File: config.mk
export PLATFORM = sky130hd
export DESIGN_NAME = wdt_prescaler_top
export DESIGN_NICKNAME = d
export VERILOG_FILES = /design/src/rtl/wdtp_pkg.sv /design/src/rtl/mc_enable_gen.sv /design/src/rtl/tap_mask_decode.sv /design/src/rtl/tap_counter.sv /design/src/rtl/wdt_prescaler_top.sv
export SDC_FILE = /design/constraint.sdc
export NUM_CORES = 1
export LEC_CHECK = 0
export ABC_AREA = 1
export BUFFER_PORTS_ARGS = -buffer_cell sky130_fd_sc_hd__buf_2
export CAP_MARGIN = 20
export CORE_UTILIZATION = 57
export DETAILED_ROUTE_END_ITERATION = 6
export PLACE_DENSITY = 0.83
export SLEW_MARGIN = 40
export SYNTH_ARGS = -nofsm -noshare
export SYNTH_HDL_FRONTEND = slang
export SYNTH_SLANG_ARGS = --single-unit
File: constraint.sdc
create_clock -name clk -period 1.25 [get_ports clk]
set_input_delay 0.0625 -clock clk [delete_from_list [all_inputs] [get_ports clk]]
set_output_delay 0.0625 -clock clk [all_outputs]
set_load 0.01 [all_outputs]
File: src/rtl/wdtp_pkg.sv
package wdtp_pkg;
  localparam int DEF_PRE_DIV   = 12;
  localparam int DEF_BASE_LOG2 = 6;
  localparam int DEF_SEL_W     = 3;

  // counter width: base stage plus one bit per extra tap
  function automatic int chain_width(input int base_log2, input int sel_w);
    return base_log2 + (1 << sel_w) - 1;
  endfunction
endpackage

File: src/rtl/mc_enable_gen.sv
module mc_enable_gen #(
  parameter int PRE_DIV = wdtp_pkg::DEF_PRE_DIV
) (
  input  logic clk,
  input  logic rst,
  output logic mc_en
);
  localparam int CW = (PRE_DIV > 1) ? $clog2(PRE_DIV) : 1;
  localparam logic [CW-1:0] LAST = CW'(PRE_DIV - 1);

  logic [CW-1:0] div_cnt;

  always_ff @(posedge clk) begin
    if (rst) begin
      div_cnt <= '0;
      mc_en   <= 1'b0;
    end else begin
      mc_en   <= (div_cnt == LAST);
      div_cnt <= (div_cnt == LAST) ? '0 : div_cnt + 1'b1;
    end
  end

  generate
    if (PRE_DIV > 1) begin : g_spacing_chk
      a_r1_enable_isolated: assert property (@(posedge clk) disable iff (rst)
        mc_en |=> !mc_en);
    end
  endgenerate
endmodule

File: src/rtl/tap_mask_decode.sv
module tap_mask_decode #(
  parameter int BASE_LOG2 = wdtp_pkg::DEF_BASE_LOG2,
  parameter int SEL_W     = wdtp_pkg::DEF_SEL_W,
  parameter int CNT_W     = wdtp_pkg::chain_width(BASE_LOG2, SEL_W)
) (
  input  logic [SEL_W-1:0] tap_sel,
  output logic [CNT_W-1:0] low_mask
);
  // bit i belongs to the rollover window when i < BASE_LOG2 + tap_sel
  generate
    for (genvar i = 0; i < CNT_W; i++) begin : g_bit
      if (i < BASE_LOG2) begin : g_fixed
        assign low_mask[i] = 1'b1;
      end else begin : g_sel
        assign low_mask[i] = (int'(tap_sel) > (i - BASE_LOG2));
      end
    end
  endgenerate
endmodule

File: src/rtl/tap_counter.sv
module tap_counter #(
  parameter int CNT_W = 13
) (
  input  logic             clk,
  input  logic             rst,
  input  logic             step,
  input  logic [CNT_W-1:0] low_mask,
  output logic             tick
);
  logic [CNT_W-1:0] chain_q;

  always_ff @(posedge clk) begin
    if (rst) begin
      chain_q <= '0;
      tick    <= 1'b0;
    end else begin
      tick <= step && ((chain_q & low_mask) == low_mask);
      if (step) chain_q <= chain_q + 1'b1;
    end
  end

  a_r5_step_increments: assert property (@(posedge clk) disable iff (rst)
    step |=> (chain_q == CNT_W'($past(chain_q) + 1'b1)));
  a_r1_hold_without_step: assert property (@(posedge clk) disable iff (rst)
    !step |=> $stable(chain_q));
  a_r2_tick_follows_step: assert property (@(posedge clk) disable iff (rst)
    tick |-> $past(step));
  a_r3_one_cycle_pulse: assert property (@(posedge clk) disable iff (rst)
    tick |=> !tick);
  a_r4_reset_quiet: assert property (@(posedge clk)
    rst |=> (!tick && chain_q == '0));
endmodule

File: src/rtl/wdt_prescaler_top.sv
module wdt_prescaler_top #(
  parameter int PRE_DIV   = wdtp_pkg::DEF_PRE_DIV,
  parameter int BASE_LOG2 = wdtp_pkg::DEF_BASE_LOG2,
  parameter int SEL_W     = wdtp_pkg::DEF_SEL_W
) (
  input  logic             clk,
  input  logic             rst,
  input  logic [SEL_W-1:0] tap_sel,
  output logic             wd_tick
);
  localparam int CNT_W = wdtp_pkg::chain_width(BASE_LOG2, SEL_W);

  logic             mc_en;
  logic [CNT_W-1:0] low_mask;

  mc_enable_gen #(.PRE_DIV(PRE_DIV)) u_mc (
    .clk   (clk),
    .rst   (rst),
    .mc_en (mc_en)
  );

  tap_mask_decode #(.BASE_LOG2(BASE_LOG2), .SEL_W(SEL_W), .CNT_W(CNT_W)) u_mask (
    .tap_sel  (tap_sel),
    .low_mask (low_mask)
  );

  tap_counter #(.CNT_W(CNT_W)) u_chain (
    .clk      (clk),
    .rst      (rst),
    .step     (mc_en),
    .low_mask (low_mask),
    .tick     (wd_tick)
  );
endmodule

## After elaboration in Yosys (flattened, before gate mapping)

Cells that the tools add are included.

| word-level totals | value |
|---|---|
| bits in registers | 19 |
| output and inout bits | 1 |
| bits of input ports | 5 |
| logic and storage cells | 18 |

| operators by class | value |
|---|---|
| equality and inequality tests | 2 |
| bitwise gates (word level) | 1 |
| add/subtract/negate cells | 2 |
| order comparisons | 7 |
| reduce and logical (&&, ||, !) cells | 2 |

Operators with widths:

| operator | number |
|---|---|
| adder 13 x 1 -> 13 bit, second input constant | 1 |
| bitwise AND 13 bit | 1 |
| == test 13 bit | 1 |
| > comparator 3 bit, second input constant | 3 |
| > comparator 3 x 1 -> 1 bit, second input constant | 2 |
| > comparator 3 x 2 -> 1 bit, second input constant | 2 |
| adder 4 x 1 -> 4 bit, second input constant | 1 |
| == test 4 bit, second input constant | 1 |
| OR reduction 2 bit | 1 |
| logical AND 1 bit | 1 |

## Logic depth before layout (Yosys ltp)

Gate-level depths: netlist (run 1).

| depth | value |
|---|---|
| word-level depth | 4 |
| depth in mapped cells | 8 |
| gate-level depth less buffers | 7 |

## Cells and area by module

Synthesis (run 1) repeated with hierarchy kept, for this count alone.

| unflattened totals | value |
|---|---|
| cells, all modules | 160 |
| area, all modules | 1074.8 sq um |

By module, submodules not included:

| module | area an instance (sq um) | cells an instance | instances | seq. area each (sq um) |
|---|---|---|---|---|
| tap_counter | 783.3 | 121 | 1 | 280.3 |
| mc_enable_gen | 198.9 | 21 | 1 | 100.1 |
| tap_mask_decode | 92.6 | 18 | 1 | 0.0 |

## Worst setup path before layout (run 1)

Ideal clock, no wire load.

| timing path | value |
|---|---|
| path kind | reg-to-reg |
| from | reg u_chain.chain_q[0] |
| to | reg u_chain.chain_q[6] |
| path slack | 0.109 ns |
| cell stages (with the launch flop) | 7 |
| library setup time | 0.119 ns |
| arrival | 1.022 ns |
| required time | 1.131 ns |
| period minus slack after synthesis | 1.141 ns |
| buffers on the path | 0 |
| cell sequence | dfxtp_1 -> ha_1 -> nand2_4 -> nor2_8 -> nand2_4 -> o21ai_0 -> a21oi_1 |

| between the ends | value |
|---|---|
| longest elaborated chain between the ends | 1 |

Ends and longest elaborated chain:

| item | RTL line | source |
|---|---|---|
| start, declared | tap_counter.sv:10 | `logic [CNT_W-1:0] chain_q;` |
| start signal, assigned | tap_counter.sv:18 | `if (step) chain_q <= chain_q + 1'b1;` |
| adder 13 x 1 -> 13 bit | tap_counter.sv:18 |  |

Every way passes these cells.
A chain may end at the register's enable or synchronous reset.

## Worst setup path in the final report (run 1)

| timing path | value |
|---|---|
| from | reg u_chain.chain_q[0] |
| to | reg u_chain.tick |

| between the ends | value |
|---|---|
| longest elaborated chain between the ends | 3 |

Ends and longest elaborated chain:

| item | RTL line | source |
|---|---|---|
| bitwise AND 13 bit | tap_counter.sv:17 | `tick <= step && ((chain_q & low_mask) == low_mask);` |
| == test 13 bit | tap_counter.sv:17 |  |
| logical AND 1 bit | tap_counter.sv:17 |  |
| end signal, assigned | tap_counter.sv:17 |  |
| end, declared | tap_counter.sv:8 | `output logic tick` |

Every way passes these cells.

==> results of run 1 <==
-- power by group through the flow --
| stage | clock network, mW | registers (mW) | logic [mW] |
|---|---|---|---|
| global placement | 0 | 0.631 | 0.0398 |
| CTS | 0.328 | 0.618 | 0.0407 |
| global route | 0.344 | 0.619 | 0.0483 |
| floorplan | 0 | 0.631 | 0.0257 |
| detailed placement | 0 | 0.632 | 0.0405 |
| finish | 0.316 | 0.618 | 0.0402 |
-- registers in the layout (all words and copies together), names as in the netlist --
name,cells
u_chain.tick,1
u_chain.chain_q,13
u_mc.div_cnt,4
u_mc.mc_en,1
-- worst min-delay path by stage --
stage	slack, ns	endpoint	depth (start not counted)	startpoint
5_1_grt	0.009	u_mc.mc_en	2	rst
4_1_cts	0.02	u_chain.chain_q[0]	2	rst
6_report	0.01	u_mc.mc_en	2	rst
3_5_place_dp	0.35	u_chain.chain_q[3]	2	rst
3_3_place_gp	0.35	u_chain.chain_q[0]	2	rst
2_1_floorplan	0.13	u_chain.chain_q[0]	1	rst
-- critical path: stages, from the launching register on --
cell     delay [ns]
dfxtp_1        0.37
ha_2           0.21
nand2_4        0.08
nor2_8         0.15
nand2_4        0.07
nor2_2         0.07
nand3_1        0.07
nor2_1         0.09
-- layout make-up --
type	count	area, um2	area share (%)
Tap cell	16	20.02	1.956
Sequential cell	19	382.9	37.41
Clock inverter	1	7.507	0.7335
Multi-Input combinational cell	93	486.7	47.56
Inverter	17	63.81	6.235
Clock buffer	3	22.52	2.200
Timing Repair Buffer	7	40.04	3.912
-- per-stage QoR --
step | hold slack, ns | util, % | setup WS [ns] | cells | TNS (ns)
5_1_grt | 0.009427 | 67.16 | -0.001739 | 156 | -0.002952
3_5_place_dp | 0.3534 | 64.86 | 0.05866 | 152 | 0
6_report | 0.01474 | 67.16 | 0.08733 | 156 | 0
2_1_floorplan | 0.1349 | - | 0.1091 | 130 | 0
4_1_cts | 0.01834 | 66.83 | 0.03417 | 156 | 0
3_3_place_gp | 0.3487 | 64.86 | 0.1002 | 152 | 0
-- Yosys cell counts (3+ instances only) --
cell type	count	share of area [%]
nor2_2	3	2.0
inv_1	16	6.4
nor2_1	26	10
o21ai_0	7	3.7
a21oi_1	6	3.2
dfxtp_1	19	41
nand2_1	25	10
nand3_1	6	3.2
-- what timing repair did --
item / CTS / global route
setup buffers: 0 / 0
resized for setup: 0 / 4
hold buffers: 0 / 0
endpoints found under the setup margin: 0 / 8
-- metal layers --
layer	wire [um]	vias up	GRT usage, %
met1	803	344	27.39
met4	19	0	5.625
li1	-	429	-
met2	770	13	34.15
met5	0	-	0
met3	74	3	7.759
-- logic make-up after synthesis --
logic type	after synthesis	synth area share (%)
adders and majority gates	2	2.673
buffers and inverters	18	7.620
DFF	19	40.64
AOI/OAI and AO/OA	17	10.56
and+or+nand+nor	71	35.70
xor gates and xnor gates	3	2.808
==> key figures, run 1 <==
GRT
  • First-pass GRT wire length: 2904 um
  • GR Overflow Total: 0
  • Initial antenna violation count: 0
  • Gr usage total: 21.46%
  • Largest net degree at the start of global routing: 13
  • Vias in the first global route: 727

Critical path
  • Worst EP required: 1.50 ns
  • R2r endpoint: u_chain.tick
  • Worst setup EP type: register
  • Arrival time worst endpoint: 1.41 ns
  • R2R setup slack: 0.09 ns
  • Setup Crit Path Kind: reg -> reg
  • Setup crit end: u_chain.tick
  • Worst-case reg-to-reg path depth: 7
  • Critical Path Source: u_chain.chain_q[0]
  • Reg2reg start: u_chain.chain_q[0]
  • Critical Path Start Type: register
  • CP max FO: 7

Logic synthesis
  • Synth Net Count: 137
  • Synth Warn #: 0
  • #FFs+latches synth: 19
  • EDFF count, synth: 0
  • Seq/Total Area, Yosys: 40.64%
  • Synthesized area: 935.9 um2
  • Synthesized area per cell: 7.199 um2
  • Async S/R FF share, synth: 0%
  • Yosys cell types: 24
  • Mapped Cells: 130
  • Main synth FF type: dfxtp_1

Timing
  • Max-slew violations: 0
  • Final worst-path cycle share: 93.01%
  • Min Tclk post-route: 1.163 ns
  • Final hold viol count: 0
  • Setup Skew: 0.005621 ns
  • Fmax: 860.1 MHz
  • Final setup viols: 0
  • Slew headroom: 82.45%
  • Worst-Margin Slew: 0.2617 ns

Cells and area
  • Final net count: 148
  • Diode count: 0
  • Finished Cell Area: 1023 um2
  • Share of cells above drive strength 1: 17.86%
  • Final-layout fill cell count: 138
  • Area delta synth->final: 9.358%
  • Most frequent cells in the layout: nor2_1 (26), nand2_1 (25), dfxtp_1 (17)
  • Most common cell after layout, fill and taps aside: nor2_1

Power
  • Worst VDD drop: 717.7 uV
  • Total power: 0.9736 mW
  • Seq pwr share: 63.4%
  • Sw frac: 22.83%
  • Internal: 0.7513 mW
  • Clock power share: 32.4%
  • Comb pwr share: 4.1%
  • Pwr per Cell Area: 951.3 nW/um2
  • Psw: 0.2223 mW
  • Leakage: 0.4831 nW

Hold path
  • Worst hold-check path type: in -> reg

Drt
  • Vias: 789
  • Initial DRT Pass Iterations: 4
  • Initial drt markers: 19
  • Drt via density: 5.058
  • Final WL: 1667 um
  • DRC Markers: 0
  • Routed WL per cell: 10.69 um
  • Routed Antenna Nets: 0

Clock tree
  • H-Tree Depth: 1
  • Clock Root Buffer: clkbuf_4
  • CTS Buf Count: 3
  • CTS tree: built
  • Clock Latency Late Sink: 0.30 ns
  • Maximum buffer depth of the clock tree: 2
  • CTS sink cnt: 19
  • Worst-path clk slew: 0.11 ns

Floorplanning
  • Initial core utilization: 61.41%
  • Die Wd: 42.52 um
  • Core area: 1524 um2
  • Die area: 1808 um2
  • Row cnt: 14
  • Die height: 42.52 um
  • Io pins: 6

Flow run
  • Max cap viols: 0

Placed design
  • Placer's final routability congestion estimate: 0.8153
  • Buffers on Ports: 5
  • DP HPWL: 1256 um
  • Cell Area, Placed: 988.4 um2

Status
  • Status: finished clean
Note: power is estimated with default switching activity, not from simulation.
==> run 2: changes to the inputs <==
- CORE_UTILIZATION: 57 -> 58
- PLACE_DENSITY: 0.83 -> not set
- PLACE_DENSITY_LB_ADDON: not set -> 0.12
- SYNTH_HIERARCHICAL: not set -> 1
==> key figures, run 2 <==
Status
  • Status: finished clean

Clock tree
  • Clock Latency Late Sink: 0.29 ns (about the same)
  • CTS sink cnt: 19 (unchanged)
  • H-Tree Depth: 1 (unchanged)
  • Worst-path clk slew: 0.11 ns (about the same)
  • Clock Root Buffer: clkbuf_4
  • Maximum buffer depth of the clock tree: 2 (unchanged)
  • CTS tree: built
  • CTS Buf Count: 3 (unchanged)

Cells and area
  • Diode count: 0 (unchanged)
  • Share of cells above drive strength 1: 20.81% (+3.0 points)
  • Area delta synth->final: 11.87%
  • Most common cell after layout, fill and taps aside: nand2_1
  • Most frequent cells in the layout: nand2_1 (35), inv_1 (24), nor2_1 (22)
  • Util after Layout: 69.64% (+2.5 points)
  • Final-layout fill cell count: 148 (+7.2%)
  • Finished Cell Area: 1202 um2 (+17%)
  • Max FFs per register: 13 (unchanged)
  • Biggest regs: u_chain/chain_q: 13 flops, u_mc/div_cnt: 4 flops
  • Final net count: 181 (+22%)
  • Most flops, register: u_chain/chain_q

Logic synthesis
  • Synthesized area per cell: 6.717 um2 (-6.7%)
  • Most frequent cell after synthesis: nand2_1
  • Mapped Cells: 160 (+23%)
  • Seq/Total Area, Yosys: 35.39% (-5.3 points)
  • #FFs+latches synth: 19 (unchanged)
  • Commonest cells in the netlist: nand2_1 (35), inv_1 (25), nor2_1 (22)
  • Synth Warn #: 6 (+6)
  • Main synth FF type: dfxtp_1
  • EDFF count, synth: 0 (unchanged)
  • Synthesized area: 1075 um2 (+15%)
  • Synth area leader: dfxtp_1
  • Synth top area share: 35.39% (-5.3 points)
  • Top cells by area, synth: dfxtp_1 (35%), nand2_1 (12%), inv_1 (8.7%)
  • Async S/R FF share, synth: 0% (unchanged)
  • Yosys cell types: 25 (+4.2%)

Timing
  • Min Tclk post-route: 1.152 ns (-0.01073 ns)
  • Setup Skew: 0.002587 ns (-0.003034 ns)
  • RSZ-0062 raised after global routing: no
  • Final hold viol count: 0 (unchanged)
  • WHS: 0.1551 ns (+0.1403 ns)
  • Fmax: 868.1 MHz (+0.93%)
  • Final setup viols: 0 (unchanged)
  • Final worst-path cycle share: 92.16% (-0.86 points)
  • Setup TNS: 0 ns (unchanged)
  • Max-slew violations: 0 (unchanged)

Hold path
  • Hold Path End: u_chain/tick
  • Worst hold start: tap_sel[2]
  • WHS Path Cells: 6 (+4)
  • Worst hold-check path type: in -> reg

Power
  • Pwr per Cell Area: 834.0 nW/um2 (-12%)
  • Worst VDD drop: 638.0 uV (-11%)
  • Leakage: 0.5311 nW (+9.9%)
  • Total power: 1.003 mW (+3.0%)

Floorplanning
  • Die height: 45.05 um (+5.9%)
  • Core area: 1727 um2 (+13%)
  • Row cnt: 15 (+1)
  • Io pins: 6 (unchanged)
  • Initial core utilization: 62.25% (+0.83 points)
  • Die Wd: 45.05 um (+5.9%)
  • Die area: 2029 um2 (+12%)

Critical path
  • Critical Path Start Type: register
  • Max stage delay cell, worst path: dfxtp_2
  • Worst-case reg-to-reg path depth: 7 (unchanged)
  • Worst EP required: 1.49 ns (about the same)
  • Reg2reg start: u_chain/chain_q[0]
  • R2R setup slack: 0.1 ns (about the same)
  • CP max FO: 5 (-2)
  • R2r endpoint: u_chain/chain_q[10]
  • Worst-path cell chain: ha_4, nand3_4, nor2_4, nand3_1, nand2_1, inv_1, nor2_2
  • Max incr delay on CP: 0.37 ns (about the same)
  • Arrival time worst endpoint: 1.39 ns (-0.02 ns)
  • CP top delay family: simple AND/OR/NAND/NOR gates
  • Worst setup EP type: register
  • Critical path buffers and inverters: 1 (+1)
  • Setup Crit Path Kind: reg -> reg

GRT
  • Largest net degree at the start of global routing: 12 (-1)
  • GR Overflow Total: 0 (unchanged)
  • Initial antenna violation count: 0 (unchanged)
  • Gr usage total: 22.30% (+0.84 points)
  • Vias in the first global route: 868 (+19%)
  • First-pass GRT wire length: 3312 um (+14%)

Flow run
  • Max cap viols: 0 (unchanged)

Placed design
  • Placer's final routability congestion estimate: 0.8260 (+1.3%)
  • Buffers on Ports: 5 (unchanged)
  • Cell Area, Placed: 1131 um2 (+14%)
  • DP HPWL: 1554 um (+24%)

Drt
  • Initial drt markers: 41 (+22)
  • Final WL: 1988 um (+19%)
  • DRC Markers: 0 (unchanged)
  • Routed Antenna Nets: 0 (unchanged)
  • Drt via density: 4.879 (-3.5%)
  • Vias: 966 (+22%)
  • Routed WL per cell: 10.04 um (-6.0%)
  • Initial DRT Pass Iterations: 4 (unchanged)
## run 2: worst max-delay path by stage
stage / from / to / slack [ns] / cells past startpoint
after global placement: u_chain/chain_q[0] / u_chain/chain_q[8] / 0.12 / 8
after global routing: u_mc/mc_en / u_chain/chain_q[7] / 0.01 / 5
after floorplan: u_chain/chain_q[0] / u_chain/chain_q[8] / 0.08 / 8
final: u_chain/chain_q[0] / u_chain/chain_q[10] / 0.1 / 7
after CTS: u_chain/chain_q[0] / u_chain/chain_q[8] / 0.05 / 8
after detailed placement: u_chain/chain_q[1] / u_chain/chain_q[8] / 0.07 / 8
## run 2: metrics by stage
stage	instances	setup WS, ns
final	198	0.09805
after global routing	198	0.01202
after CTS	197	0.04824
after detailed placement	192	0.06611
after global placement	192	0.1195
after floorplan	165	0.08046
## run 2: cells by family after synthesis
group | synth area share (%)
AO/OA/AOI/OAI | 7.800
AND/OR/NAND/NOR | 38.18
XOR/XNOR | 1.630
adder cells (fa/ha/maj) | 2.328
buffers and inverters | 14.32
flip-flops | 35.39
other | 0.3489
## run 2: layout make-up
type	instances	area (um2)	share of cell area, %
inverters	28	108.9	9.053
clock buffers	3	22.52	1.873
flip-flops and latches	19	382.9	31.84
clock inverters	1	5.005	0.4162
multi-input cells	111	579.3	48.18
repair buffers	11	72.57	6.035
well taps	25	31.28	2.601
## run 2: worst register-to-register path: cells and delay by family, from the launching register on
family | cells | cell delay, ns
simple gates | 5 | 0.53
flops | 1 | 0.37
fa+ha+maj | 1 | 0.15
buf+inv | 1 | 0.05
## run 2: repair_timing
action                                 CTS  global route
hold buffers                             1             0
buffers inserted                         0             1
setup endpoints to repair                0             3
endpoints found under the hold margin    1             0
gates resized for setup                  0             7
## run 2: routing by layer
metal	up-vias	track usage, %	wire (um)
met1	435	28.14	947
met2	19	38.84	962
li1	510	-	-
met3	2	2.400	70
met4	0	8.485	8
met5	-	0	0
## run 2: power breakdown
part | switching [mW] | leakage [nW] | total [mW] | internal (mW)
combinational | 0.0429 | 0.359 | 0.0738 | 0.0309
sequential | 0.00778 | 0.155 | 0.621 | 0.613
clock | 0.189 | 0.0177 | 0.308 | 0.119
total | 0.240 | 0.531 | 1.00 | 0.763
